## src/rtl/r22_sdf_pkg.sv

```systemverilog
package r22_sdf_pkg;

    // Phase of one butterfly element, taken straight from its counter bit.
    typedef enum logic {
        PH_FILL    = 1'b0,
        PH_COMBINE = 1'b1
    } bf_phase_e;

    // Halving rule applied by a butterfly element.
    typedef enum logic {
        RND_HALF_UP = 1'b0,
        RND_TRUNC   = 1'b1
    } rnd_mode_e;

endpackage

```

## src/rtl/r22_delay_line.sv

```systemverilog
module r22_delay_line #(
    parameter int DW    = 16,
    parameter int DEPTH = 8
) (
    input  logic                 clk,
    input  logic                 rst_n,
    input  logic                 shift_en,
    input  logic signed [DW-1:0] wr_re,
    input  logic signed [DW-1:0] wr_im,
    output logic signed [DW-1:0] head_re,
    output logic signed [DW-1:0] head_im
);

    logic signed [DW-1:0] re_q [DEPTH];
    logic signed [DW-1:0] im_q [DEPTH];

    // Entry 0 is the newest sample; entry DEPTH-1 is the oldest.
    always_ff @(posedge clk) begin
        if (!rst_n) begin
            for (int i = 0; i < DEPTH; i++) begin
                re_q[i] <= '0;
                im_q[i] <= '0;
            end
        end else if (shift_en) begin
            re_q[0] <= wr_re;
            im_q[0] <= wr_im;
            for (int i = 1; i < DEPTH; i++) begin
                re_q[i] <= re_q[i-1];
                im_q[i] <= im_q[i-1];
            end
        end
    end

    assign head_re = re_q[DEPTH-1];
    assign head_im = im_q[DEPTH-1];

endmodule

```

## src/rtl/r22_butterfly.sv

```systemverilog
module r22_butterfly
    import r22_sdf_pkg::*;
#(
    parameter int        DW      = 16,
    parameter int        DEPTH   = 8,
    parameter rnd_mode_e RND     = RND_HALF_UP,
    parameter bit        HAS_ROT = 1'b0
) (
    input  logic                 clk,
    input  logic                 rst_n,
    input  logic                 en,
    input  bf_phase_e            phase,
    input  logic                 rot,
    input  logic signed [DW-1:0] in_re,
    input  logic signed [DW-1:0] in_im,
    output logic signed [DW-1:0] out_re,
    output logic signed [DW-1:0] out_im
);

    localparam int SW = DW + 2;
    localparam logic signed [SW-1:0] MAXW = {3'b000, {(DW-1){1'b1}}};
    localparam logic signed [SW-1:0] MINW = {3'b111, {(DW-1){1'b0}}};

    logic signed [DW-1:0] head_re, head_im;
    logic signed [DW-1:0] wr_re, wr_im;
    logic signed [SW-1:0] a_re, a_im, b_re, b_im;
    logic signed [SW-1:0] bias;
    logic signed [SW-1:0] sum_re, sum_im, dif_re, dif_im;
    logic signed [DW-1:0] sum_re_h, sum_im_h, dif_re_h, dif_im_h;

    function automatic logic signed [SW-1:0] sext(input logic signed [DW-1:0] x);
        return {{2{x[DW-1]}}, x};
    endfunction

    function automatic logic signed [DW-1:0] clamp(input logic signed [SW-1:0] x);
        if (x > MAXW) return MAXW[DW-1:0];
        if (x < MINW) return MINW[DW-1:0];
        return x[DW-1:0];
    endfunction

    r22_delay_line #(.DW(DW), .DEPTH(DEPTH)) u_line (
        .clk     (clk),
        .rst_n   (rst_n),
        .shift_en(en),
        .wr_re   (wr_re),
        .wr_im   (wr_im),
        .head_re (head_re),
        .head_im (head_im)
    );

    assign a_re = sext(head_re);
    assign a_im = sext(head_im);

    // trivial -j rotation, (re, im) -> (im, -re), only in the element that has it
    generate
        if (HAS_ROT) begin : g_rot
            assign b_re = rot ? sext(in_im)  : sext(in_re);
            assign b_im = rot ? -sext(in_re) : sext(in_im);
        end else begin : g_norot
            logic unused_rot;
            assign unused_rot = rot;
            assign b_re = sext(in_re);
            assign b_im = sext(in_im);
        end
    endgenerate

    // half-up adds one before the shift, R5 truncation adds nothing
    generate
        if (RND == RND_HALF_UP) begin : g_half_up
            assign bias = SW'(1);
        end else begin : g_trunc
            assign bias = '0;
        end
    endgenerate

    assign sum_re = (a_re + b_re + bias) >>> 1;
    assign sum_im = (a_im + b_im + bias) >>> 1;
    assign dif_re = (a_re - b_re + bias) >>> 1;
    assign dif_im = (a_im - b_im + bias) >>> 1;

    assign sum_re_h = clamp(sum_re);
    assign sum_im_h = clamp(sum_im);
    assign dif_re_h = clamp(dif_re);
    assign dif_im_h = clamp(dif_im);

    // FILL passes the stored sample out, COMBINE emits sum and stores difference
    always_comb begin
        unique case (phase)
            PH_FILL: begin
                out_re = head_re;
                out_im = head_im;
                wr_re  = b_re[DW-1:0];
                wr_im  = b_im[DW-1:0];
            end
            PH_COMBINE: begin
                out_re = sum_re_h;
                out_im = sum_im_h;
                wr_re  = dif_re_h;
                wr_im  = dif_im_h;
            end
            default: begin
                out_re = head_re;
                out_im = head_im;
                wr_re  = b_re[DW-1:0];
                wr_im  = b_im[DW-1:0];
            end
        endcase
    end

endmodule

```

## src/rtl/r22_sdf_ctrl.sv

```systemverilog
module r22_sdf_ctrl
    import r22_sdf_pkg::*;
#(
    parameter int L = 8
) (
    input  logic                       clk,
    input  logic                       rst_n,
    input  logic                       adv,
    output logic [$clog2(L):0]         cnt,
    output bf_phase_e                  bf1_phase,
    output bf_phase_e                  bf2_phase,
    output logic                       bf2_rot,
    output logic                       mid_valid
);

    localparam int LOG2L = $clog2(L);
    localparam int CW    = LOG2L + 1;

    logic [CW-1:0] cnt_q;
    logic          tag_hi_q;
    logic          tag_lo_q;
    logic          mid_v_q;

    // the counter is the whole control state; it moves only on accepted samples
    always_ff @(posedge clk) begin
        if (!rst_n) begin
            cnt_q <= '0;
        end else if (adv) begin
            cnt_q <= cnt_q + CW'(1);
        end
    end

    // The two control bits travel with the data through the mid register
    always_ff @(posedge clk) begin
        if (!rst_n) begin
            tag_hi_q <= 1'b0;
            tag_lo_q <= 1'b0;
            mid_v_q  <= 1'b0;
        end else begin
            mid_v_q <= adv;
            if (adv) begin
                tag_hi_q <= cnt_q[LOG2L];
                tag_lo_q <= cnt_q[LOG2L-1];
            end
        end
    end

    assign cnt       = cnt_q;
    assign bf1_phase = bf_phase_e'(cnt_q[LOG2L]);
    assign bf2_phase = bf_phase_e'(tag_lo_q);
    assign bf2_rot   = !tag_hi_q && tag_lo_q;
    assign mid_valid = mid_v_q;

endmodule

```

## src/rtl/r22_sdf_stage.sv

```systemverilog
module r22_sdf_stage
    import r22_sdf_pkg::*;
#(
    parameter int DW = 16,
    parameter int L  = 8
) (
    input  logic                 clk,
    input  logic                 rst_n,
    input  logic                 in_valid,
    input  logic signed [DW-1:0] in_re,
    input  logic signed [DW-1:0] in_im,
    output logic                 out_valid,
    output logic signed [DW-1:0] out_re,
    output logic signed [DW-1:0] out_im
);

    localparam int LOG2L = $clog2(L);
    localparam int CW    = LOG2L + 1;
    localparam int L2    = L / 2;

    logic [CW-1:0]        cnt;
    bf_phase_e            bf1_phase, bf2_phase;
    logic                 bf2_rot;
    logic                 mid_valid;
    logic signed [DW-1:0] bf1_re, bf1_im;
    logic signed [DW-1:0] mid_re_q, mid_im_q;
    logic signed [DW-1:0] bf2_re, bf2_im;
    logic                 out_v_q;
    logic signed [DW-1:0] out_re_q, out_im_q;

    r22_sdf_ctrl #(.L(L)) u_ctrl (
        .clk      (clk),
        .rst_n    (rst_n),
        .adv      (in_valid),
        .cnt      (cnt),
        .bf1_phase(bf1_phase),
        .bf2_phase(bf2_phase),
        .bf2_rot  (bf2_rot),
        .mid_valid(mid_valid)
    );

    r22_butterfly #(.DW(DW), .DEPTH(L), .RND(RND_HALF_UP), .HAS_ROT(1'b0)) u_bf1 (
        .clk   (clk),
        .rst_n (rst_n),
        .en    (in_valid),
        .phase (bf1_phase),
        .rot   (1'b0),
        .in_re (in_re),
        .in_im (in_im),
        .out_re(bf1_re),
        .out_im(bf1_im)
    );

    // Register between the elements; it holds while no sample is accepted
    always_ff @(posedge clk) begin
        if (!rst_n) begin
            mid_re_q <= '0;
            mid_im_q <= '0;
        end else if (in_valid) begin
            mid_re_q <= bf1_re;
            mid_im_q <= bf1_im;
        end
    end

    r22_butterfly #(.DW(DW), .DEPTH(L2), .RND(RND_TRUNC), .HAS_ROT(1'b1)) u_bf2 (
        .clk   (clk),
        .rst_n (rst_n),
        .en    (mid_valid),
        .phase (bf2_phase),
        .rot   (bf2_rot),
        .in_re (mid_re_q),
        .in_im (mid_im_q),
        .out_re(bf2_re),
        .out_im(bf2_im)
    );

    // Stage output register (R1 latency, R8 hold)
    always_ff @(posedge clk) begin
        if (!rst_n) begin
            out_v_q  <= 1'b0;
            out_re_q <= '0;
            out_im_q <= '0;
        end else begin
            out_v_q <= mid_valid;
            if (mid_valid) begin
                out_re_q <= bf2_re;
                out_im_q <= bf2_im;
            end
        end
    end

    assign out_valid = out_v_q;
    assign out_re    = out_re_q;
    assign out_im    = out_im_q;

endmodule

```

## config.mk

```make
export PLATFORM = sky130hd
export DESIGN_NAME = r22_sdf_stage
export DESIGN_NICKNAME = d
export VERILOG_FILES = /design/src/rtl/r22_sdf_pkg.sv /design/src/rtl/r22_delay_line.sv /design/src/rtl/r22_butterfly.sv /design/src/rtl/r22_sdf_ctrl.sv /design/src/rtl/r22_sdf_stage.sv
export SDC_FILE = /design/constraint.sdc
export NUM_CORES = 1
export LEC_CHECK = 0
export BUFFER_PORTS_ARGS = -buffer_cell sky130_fd_sc_hd__buf_2
export CAP_MARGIN = 20
export CORE_UTILIZATION = 65
export CTS_CLUSTER_SIZE = 14
export DETAILED_ROUTE_END_ITERATION = 8
export PLACE_DENSITY = 0.82
export SLEW_MARGIN = 15
export SYNTH_ARGS = -nofsm -noshare
export SYNTH_HDL_FRONTEND = slang
export SYNTH_HIERARCHICAL = 1
export SYNTH_SLANG_ARGS = --single-unit
```

## constraint.sdc

```tcl
create_clock -name clk -period 19.6 [get_ports clk]
set_input_delay 0.98 -clock clk [delete_from_list [all_inputs] [get_ports clk]]
set_output_delay 0.98 -clock clk [all_outputs]
set_load 0.1 [all_outputs]
```

==> metrics.csv <==
metric,value,unit
status,finished with violations,
violations,DRC,
highest_achievable_clock_rate,0.186,GHz
post_cts.repair.setup_buffers,0,
post_route_cells_drive_above_1_share,9.05,%
worst_max_slew_pin_slew,1100,ps
layoutNonFillerInstCount,3063,
drt_pre_antenna_iters,9,
finalSetupTns,0,ps
tritoncts_num_sinks,456,
mappedNetlistArea,0.0273,mm2
drt.antenna.violating_nets,0,
worstHoldPathType,flip-flop to flip-flop,
finalMaxSlewViolations,0,
worstRegToRegCells,19,
detailroute.via_count,19181,
drt_drc_violations_left,2,
holdPathStages,2,
die_height,207,um
post-route-period-util,27.5,%
post_cts.resized_instances,0,
unrepaired_setup_endpoints_after_global_routing,no,
cts_buffers,47,
drt_iter0_drc,1967,
wl,63.3,mm
grt_first_pass_wirelength,100,mm
final.hold.worst_slack,509,ps
ctsRootBufferMaster,clkbuf_16,
power_leakage,12.8,nW
grtUsageTotal,29.3,%
clkTransAtPathRegs,60,ps
cts_buffer_depth,3,
buffer_ports.inserted,67,
via_density_per_instance,6.26,
worstPathArrival,5860,ps
num-nets-final,2698,
synthCells,2546,
grt_max_degree,161,
antenna-diode-count,0,
endpoint_kind,flip-flop,
max_cap_viol_count,0,
critPathMaxFanout,11,
clk-insertion-delay-late,590,ps
globalRoute.totalOverflow,0,
crit-reg2reg-launch,mid_re_q[0],
crit_path_start_kind,flip-flop,
path_class,flip-flop to flip-flop,
hold_viol,0,
ys_warn_count,6,
area_delta_synth_final,5.62,%
final_routed_wire_length_divided_by_cell_count,20.7,um
cts.hold.buffers_added,0,
finalSetupViolCount,0,
timing.max_slew.rel_slack,26.8,%
routabilityCongestion,0.926,
worst-endpoint-required,20070,ps
placed_wire_length_estimate,42.5,mm
timing.reg2reg.setup_slack,14210,ps
die_area,0.0429,mm2
utilization,70.1,%
placed_cells,2976,
synth.net_count,2750,
synth_area_per_cell,10.7,um2
chipWidth,207,um
htreeDepth,2,
power_density,85.1,mW/mm2
seq_area,0.0130,mm2
grt_antenna_before_repair,3,
cts_tree,yes,
grt_pass1_vias,18374,
multiInputGateArea,0.0128,mm2
core_region_area,0.0412,mm2
initial_cell_density_of_the_core,66.4,%
vdd_drop_max,0.000123,V
hold_path_startpoint,out_re[13],
crit-reg2reg-capture,out_im[13],
timing.clock.skew,12.4,ps
io_pins,68,
finalCriticalPeriod,5390,ps
num-fill-cells,2927,
core.rowCount,74,
timing.hold.worst_endpoint,out_re[13],
metrics by stage:
step | cell area, um2 | worst slack [ps] | power (W)
6_report | 28900 | 14210 | 0.00246
4_1_cts | 28900 | 14270 | 0.00247
5_1_grt | 28900 | 13740 | 0.00256
2_1_floorplan | 27300 | 11620 | 0.00151
3_3_place_gp | 27400 | 14410 | 0.00159
3_5_place_dp | 27400 | 14310 | 0.00160
where the power goes:
part           total [W]  internal, W  switching, W
Combinational   0.000443     0.000164      0.000279
Sequential       0.00115      0.00111     0.0000331
Clock           0.000869     0.000497      0.000372
area by class of cell:
class / count / area share [%]
clock buffers: 67 / 4.44
clock inverters: 19 / 0.658
inverters: 144 / 1.87
multi-input cells: 1765 / 44.2
flip-flops and latches: 456 / 44.9
well taps: 532 / 2.30
repair buffers: 80 / 1.60
cell usage in the layout (no fill, tap or decap), types with 17 or more instances in the layout:
cell type / instances
dfxtp_1: 69
edfxtp_1: 384
or3_1: 18
clkbuf_1: 18
o21a_1: 17
buf_2: 65
mux2_2: 23
nand2_1: 57
mux2i_1: 84
and3_1: 329
a21o_1: 24
nand3_1: 26
and2_1: 72
a31oi_1: 17
nor3_1: 41
o22ai_1: 31
a21oi_1: 144
o2bb2ai_1: 25
o21ai_0: 71
nand2b_1: 27
inv_1: 144
xnor2_1: 79
ha_1: 161
clkbuf_16: 48
xor2_1: 23
nor2_1: 156
o21bai_1: 24
nor2b_1: 94
flip-flops by register name, indices dropped and copies added, names as in the netlist:
register and cells:
u_ctrl/cnt 4, mid_re_q 16, u_bf1/u_line/im_q 128, u_bf2/u_line/im_q 64, mid_im_q 16, u_bf2/u_line/re_q 64
out_re 16, u_bf1/u_line/re_q 128, u_ctrl/tag_hi_q 1, u_ctrl/bf2_phase 1, u_ctrl/mid_valid 1, out_im 16
out_valid 1
how the worst max path moves through the flow:
stage | from | end | slack, ps | depth (start not counted)
after floorplan | in_valid | u_bf1/u_line/im_q[0][0] | 11620 | 2
after global placement | mid_re_q[0] | out_im[5] | 14410 | 19
after detailed placement | mid_re_q[0] | out_im[13] | 14310 | 19
after CTS | mid_re_q[0] | out_im[13] | 14270 | 19
after global routing | mid_re_q[2] | out_im[13] | 13740 | 18
final | mid_re_q[0] | out_im[13] | 14210 | 19
per-layer routing:
layer / share of wire [%] / routed length, um / GRT usage [%]
met5: 0.041 / 26 / 0
met4: 2.9 / 1850 / 9.34
met3: 5.9 / 3710 / 4.23
met2: 47 / 29900 / 48.2
met1: 44 / 27800 / 40.3
critical path, cell delays in order, from the launching register on:
cell and delay (ps):
dfxtp_1 360, inv_1 80, ha_1 180, nand2b_1 90
nor4_1 490, nand2_1 220, xor2_1 190, mux2i_1 440
inv_1 100, ha_1 540, nand3_1 120, a211oi_1 340
a221oi_2 140, o21ai_0 310, a21oi_1 120, mux2_2 280
o2111ai_1 850, o2bb2ai_1 190, mux2i_1 180, nor2b_1 60
Note: power is estimated with default switching activity, not from simulation.
